## src/rtl/lcdseg_pkg.sv

```systemverilog
package lcdseg_pkg;

  // Drive-level codes handed to the analog stage.
  typedef enum logic [1:0] {
    LVL_V1  = 2'b00,
    LVL_V3  = 2'b01,
    LVL_V4  = 2'b10,
    LVL_VEE = 2'b11
  } lvl_e;

  // Level for one latched bit under the given frame polarity.
  function automatic lvl_e lvl_code(input logic bit_q, input logic pol);
    lvl_e r;
    case ({pol, bit_q})
      2'b00:   r = LVL_V3;
      2'b01:   r = LVL_V1;
      2'b10:   r = LVL_V4;
      default: r = LVL_VEE;
    endcase
    return r;
  endfunction

endpackage

```

## src/rtl/lcdseg_token.sv

```systemverilog
// Beat counter and enable-chain pin routing.
module lcdseg_token #(
  parameter int BEATS = 40,
  localparam int CNT_W = $clog2(BEATS + 1)
) (
  input  logic             clk,
  input  logic             rst_n,
  input  logic             dir_up,
  input  logic             chain_a_i,
  input  logic             chain_b_i,
  input  logic             load,
  input  logic             beat,
  output logic             sel_n,
  output logic             line_full,
  output logic [CNT_W-1:0] count,
  output logic             chain_a_o,
  output logic             chain_a_oe,
  output logic             chain_b_o,
  output logic             chain_b_oe
);

  logic [CNT_W-1:0] count_q;

  always_ff @(posedge clk or negedge rst_n) begin
    if (!rst_n) begin
      count_q <= '0;
    end else if (load) begin
      count_q <= '0;
    end else if (beat) begin
      count_q <= count_q + 1'b1;
    end
  end

  assign count     = count_q;
  assign line_full = (count_q == CNT_W'(BEATS));

  // Upward fill takes its enable on pin A; downward fill on pin B.
  assign sel_n      = dir_up ? chain_a_i : chain_b_i;
  assign chain_a_o  = ~line_full;
  assign chain_b_o  = ~line_full;
  assign chain_a_oe = ~dir_up;
  assign chain_b_oe = dir_up;

endmodule

```

## src/rtl/lcdseg_line.sv

```systemverilog
// Line latch written four positions per beat in either direction.
module lcdseg_line #(
  parameter int NUM_OUT = 160,
  parameter int BEAT_W  = 4,
  localparam int BEATS = NUM_OUT / BEAT_W,
  localparam int CNT_W = $clog2(BEATS + 1),
  localparam int IDX_W = $clog2(NUM_OUT)
) (
  input  logic               clk,
  input  logic               rst_n,
  input  logic               dir_up,
  input  logic               beat,
  input  logic [BEAT_W-1:0]  din,
  input  logic [CNT_W-1:0]   count,
  output logic [NUM_OUT-1:0] line
);

  logic [IDX_W-1:0] base;
  logic [IDX_W-1:0] wr_idx [BEAT_W];
  logic [NUM_OUT-1:0] line_q;

  assign base = IDX_W'(count) * IDX_W'(BEAT_W);

  for (genvar j = 0; j < BEAT_W; j++) begin : g_idx
    assign wr_idx[j] = dir_up ? (base + IDX_W'(j))
                              : (IDX_W'(NUM_OUT - 1 - j) - base);
  end

  always_ff @(posedge clk or negedge rst_n) begin
    if (!rst_n) begin
      line_q <= '0;
    end else if (beat) begin
      for (int j = 0; j < BEAT_W; j++) begin
        line_q[wr_idx[j]] <= din[j];
      end
    end
  end

  assign line = line_q;

endmodule

```

## src/rtl/lcdseg_level.sv

```systemverilog
// Output latch and per-output level encoding.
module lcdseg_level #(
  parameter int NUM_OUT = 160
) (
  input  logic                 clk,
  input  logic                 rst_n,
  input  logic                 load,
  input  logic [NUM_OUT-1:0]   line,
  input  logic                 pol,
  input  logic                 blank_n,
  output logic [2*NUM_OUT-1:0] levels
);
  import lcdseg_pkg::*;

  logic [NUM_OUT-1:0] hold_q;

  always_ff @(posedge clk or negedge rst_n) begin
    if (!rst_n) begin
      hold_q <= '0;
    end else if (load) begin
      hold_q <= line;
    end
  end

  for (genvar i = 0; i < NUM_OUT; i++) begin : g_enc
    assign levels[2*i +: 2] = blank_n ? lvl_code(hold_q[i], pol) : LVL_V1;
  end

endmodule

```

## src/rtl/lcdseg_latch.sv

```systemverilog
module lcdseg_latch #(
  parameter int NUM_OUT = 160,
  parameter int BEAT_W  = 4,
  localparam int BEATS = NUM_OUT / BEAT_W,
  localparam int CNT_W = $clog2(BEATS + 1)
) (
  input  logic                 clk,
  input  logic                 rst_n,
  input  logic                 dir_up,
  input  logic                 din_valid,
  output logic                 din_ready,
  input  logic [BEAT_W-1:0]    din,
  input  logic                 load,
  input  logic                 pol,
  input  logic                 blank_n,
  input  logic                 chain_a_i,
  output logic                 chain_a_o,
  output logic                 chain_a_oe,
  input  logic                 chain_b_i,
  output logic                 chain_b_o,
  output logic                 chain_b_oe,
  output logic [2*NUM_OUT-1:0] levels
);

  logic               sel_n;
  logic               line_full;
  logic               beat;
  logic [CNT_W-1:0]   count;
  logic [NUM_OUT-1:0] line;

  assign din_ready = ~sel_n & ~line_full & ~load;
  assign beat      = din_valid & din_ready;

  lcdseg_token #(.BEATS(BEATS)) u_token (
    .clk(clk), .rst_n(rst_n), .dir_up(dir_up),
    .chain_a_i(chain_a_i), .chain_b_i(chain_b_i),
    .load(load), .beat(beat), .sel_n(sel_n), .line_full(line_full),
    .count(count),
    .chain_a_o(chain_a_o), .chain_a_oe(chain_a_oe),
    .chain_b_o(chain_b_o), .chain_b_oe(chain_b_oe)
  );

  lcdseg_line #(.NUM_OUT(NUM_OUT), .BEAT_W(BEAT_W)) u_line (
    .clk(clk), .rst_n(rst_n), .dir_up(dir_up), .beat(beat),
    .din(din), .count(count), .line(line)
  );

  lcdseg_level #(.NUM_OUT(NUM_OUT)) u_level (
    .clk(clk), .rst_n(rst_n), .load(load), .line(line),
    .pol(pol), .blank_n(blank_n), .levels(levels)
  );

endmodule

```

## config.mk

```make
export PLATFORM = sky130hd
export DESIGN_NAME = lcdseg_latch
export DESIGN_NICKNAME = d
export VERILOG_FILES = /design/src/rtl/lcdseg_pkg.sv /design/src/rtl/lcdseg_token.sv /design/src/rtl/lcdseg_line.sv /design/src/rtl/lcdseg_level.sv /design/src/rtl/lcdseg_latch.sv
export SDC_FILE = /design/constraint.sdc
export NUM_CORES = 1
export LEC_CHECK = 0
export ABC_AREA = 1
export BUFFER_PORTS_ARGS = -buffer_cell sky130_fd_sc_hd__buf_4
export CORE_MARGIN = 2
export CORE_UTILIZATION = 40
export DETAILED_ROUTE_END_ITERATION = 7
export GPL_TIMING_DRIVEN = 0
export PLACE_DENSITY = 0.7
export SYNTH_ARGS = -nofsm -noshare
export SYNTH_HDL_FRONTEND = slang
export SYNTH_HIERARCHICAL = 1
export SYNTH_SLANG_ARGS = --single-unit
```

## constraint.sdc

```tcl
create_clock -name clk -period 2.6 [get_ports clk]
set_input_delay 0.13 -clock clk [delete_from_list [all_inputs] [get_ports clk]]
set_output_delay 0.13 -clock clk [all_outputs]
set_load 0.01 [all_outputs]
```

==> metrics.cfg <==
[yosys]
syn_area_per_cell_sq_um=7.06
ys_seq_area_frac=0.351
synthCells=3292
yosys_warnings=6
syn_area_sq_um=23300
synth_nets=3628
ys_ff_latch=326
yosysUniqueCellTypes=26

[timing]
timing.setup.tns_ns=0
final.min_clock_period_ns=2.54
fin_worst_skew_ns=0.0181
slew_headroom=0.268
worst_pin_slew_ns=1.10
finalSetupViolations=0
rsz0062_at_grt=yes
slew_violations=0
fmax_mhz=393
fin_crit_sh=0.978
hold_viol_final=0

[routing]
wirelength_um=72200
vias_per_cell=4.90
ant_nets=0
routed-via-count=21900
dr.first_iter.drc_count=2016
dr.pass1.iters=6
wire_per_inst_um=16.2
post-route-drc-count=0

[power]
power_mw=12.6
peakVddDrop_mv=0.386
cellLeakagePower_nw=16.3
power_density_nw_per_um2=448

[setup_path]
crit_buf_inv=3
cpMostUsedCell=nand2_1
ff2ff_setup_slack_ns=0.06
regToRegStartpoint=u_token/count[1]
startpoint=u_token/count[1]
crit_family=buffers and inverters
crit_path_max_fanout=10
slowest_stage=clkbuf_1
cp.arrival_ns=2.96
critPathRequiredTime_ns=3.02
r2r_end=u_line/line[151]
crit_type=flip-flop to flip-flop
startpoint_type=flip-flop
crit_chain=buf_2 -> clkinv_1 -> nand2_1 -> nor2_1 -> clkbuf_1 -> o211ai_1 -> nand2_1 -> nand2_1
slowest_delay_ns=0.82
end_kind=flip-flop
reg2regPathDepth=8

[run_status]
status=finished, final reports clean

[global_route]
grt_max_degree=145
grt_use_total=0.237
grt_antenna_before_repair=3
overflow=0
grt_pass1_vias=20200
grt_pass1_wl_um=112000

[placement]
gp_congestion=0.992
port_buffers=332
placed_cells=4393
dpl.hpwl_um=53000
dpl-instance-area_sq_um=26800

[final_layout]
final_common_cell=nand2_1
drive_above_1_share=0.154
nets=4010
final_cells=4467
finalInstanceArea_sq_um=28200
final_cell_mix=1179 x nand2_1, 509 x nor2_1, 358 x buf_4, 352 x inv_1, 325 x dfrtp_1
syn_to_final_growth_pct=21.2

[floorplan]
rows=88
initial_core_util=0.404
die_x_um=245
die_h_um=245
die_area_sq_um=60100
core_area_sq_um=57600
pin_count=338

[clocking]
cts_tree=done
cts_inserted_buffers=36
cts_buffer_depth=3
path_clk_slew_ns=0.06
cts_root_buf=clkbuf_16
insertion_delay_ns=0.54
clock_sinks=326
htreeDepth=2

[min_path]
hold_path_class=primary input to async pin

[flow_run]
drv_cap=0

cells by family (layout without fill, tap and decap cells):
family | after synthesis | count (layout) | share of synthesized area
buffers and inverters | 554 | 963 | 0.101
and+or+nand+nor | 2022 | 2022 | 0.357
DFF | 326 | 326 | 0.351
adders and majority gates | 323 | 323 | 0.174
other | 0 | 1 | 0
AOI/OAI and AO/OA | 67 | 67 | 0.0176
worst reg2reg max path: cells and delay by family, from the launching register on:
kind	cells	cell delay, ns
flip-flops	1	0.43
buffers and inverters	3	1.06
AND/OR/NAND/NOR	4	0.59
AO/OA/AOI/OAI	1	0.34
area by class of cell:
class | instances | area [sq um]
clock inverters | 14 | 146
plain buffers | 194 | 1030
fillers | 5818 | 29400
well taps | 765 | 957
inverters | 360 | 1360
diodes | 1 | 2.50
clock buffers | 51 | 1050
repair buffers | 344 | 2680
multi-input cells | 2412 | 12800
flip-flops and latches | 326 | 8160
worst max-delay path by stage:
stage / end / slack (ns) / cells after the start
floorplan: u_line/line[12] / -0.04 / 14
global placement: u_level/hold_q[137] / -1.59 / 1
detailed placement: u_line/line[44] / -0.90 / 14
CTS: u_line/line[94] / 0.08 / 15
global route: u_line/line[151] / -0.01 / 8
finish: u_line/line[151] / 0.06 / 8
repair_timing:
action / CTS / global route
gates cloned: 0 / 0
hold endpoints to repair: 93 / 0
endpoints found under the setup margin: 160 / 156
buffers inserted: 5 / 1
resized for setup: 14 / 27
hold buffers: 2 / 0
pin swaps: 2 / 1
flip-flops by register name, indices dropped and copies added, names as in the netlist:
register	flops
u_level/hold_q	160
u_line/line	160
u_token/count	6
Yosys cell counts:
cell / instances / area [sq um]
a21oi_1: 5 / 25.0
and3_1: 1 / 6.26
buf_1: 7 / 26.3
buf_2: 79 / 395
buf_4: 21 / 158
buf_6: 12 / 135
clkbuf_1: 75 / 282
clkinv_1: 2 / 7.51
dfrtp_1: 326 / 8160
ha_1: 323 / 4040
inv_1: 352 / 1320
inv_2: 4 / 15.0
inv_4: 2 / 12.5
nand2_1: 1179 / 4430
nand2_2: 2 / 12.5
nand2_4: 2 / 22.5
nand3_1: 192 / 961
nand3_2: 2 / 20.0
nand4_1: 98 / 613
nor2_1: 520 / 1950
nor2_2: 1 / 6.26
nor2_4: 23 / 259
nor3_1: 1 / 5.00
nor3_2: 1 / 10.0
o211ai_1: 30 / 225
o21ai_0: 32 / 160
metal layers:
metal,GRT usage,routed length (um),up-vias,share of wire
met4,0.0864,2610,0,0.036
met3,0.0402,5240,165,0.073
met5,0,0,-,0
met1,0.319,31800,10000,0.44
met2,0.381,32500,811,0.45
li1,-,-,10900,-
through the flow:
step / hold slack, ns / util / setup slack [ns]
after detailed placement: 0.209 / 0.466 / -0.896
after global routing: 0.305 / 0.489 / -0.0103
after global placement: 0.461 / 0.464 / -1.59
after CTS: 0.267 / 0.488 / 0.0827
after floorplan: -0.166 / - / -0.0398
final: 0.239 / 0.489 / 0.0582
power breakdown:
part           leakage (nW)  switching, mW  internal (mW)
Clock                 0.581           2.09           3.04
Sequential             4.52          0.104           5.21
Combinational          11.2           1.38          0.801
Total                  16.3           3.57           9.04
(Power assumes the default switching activity.)
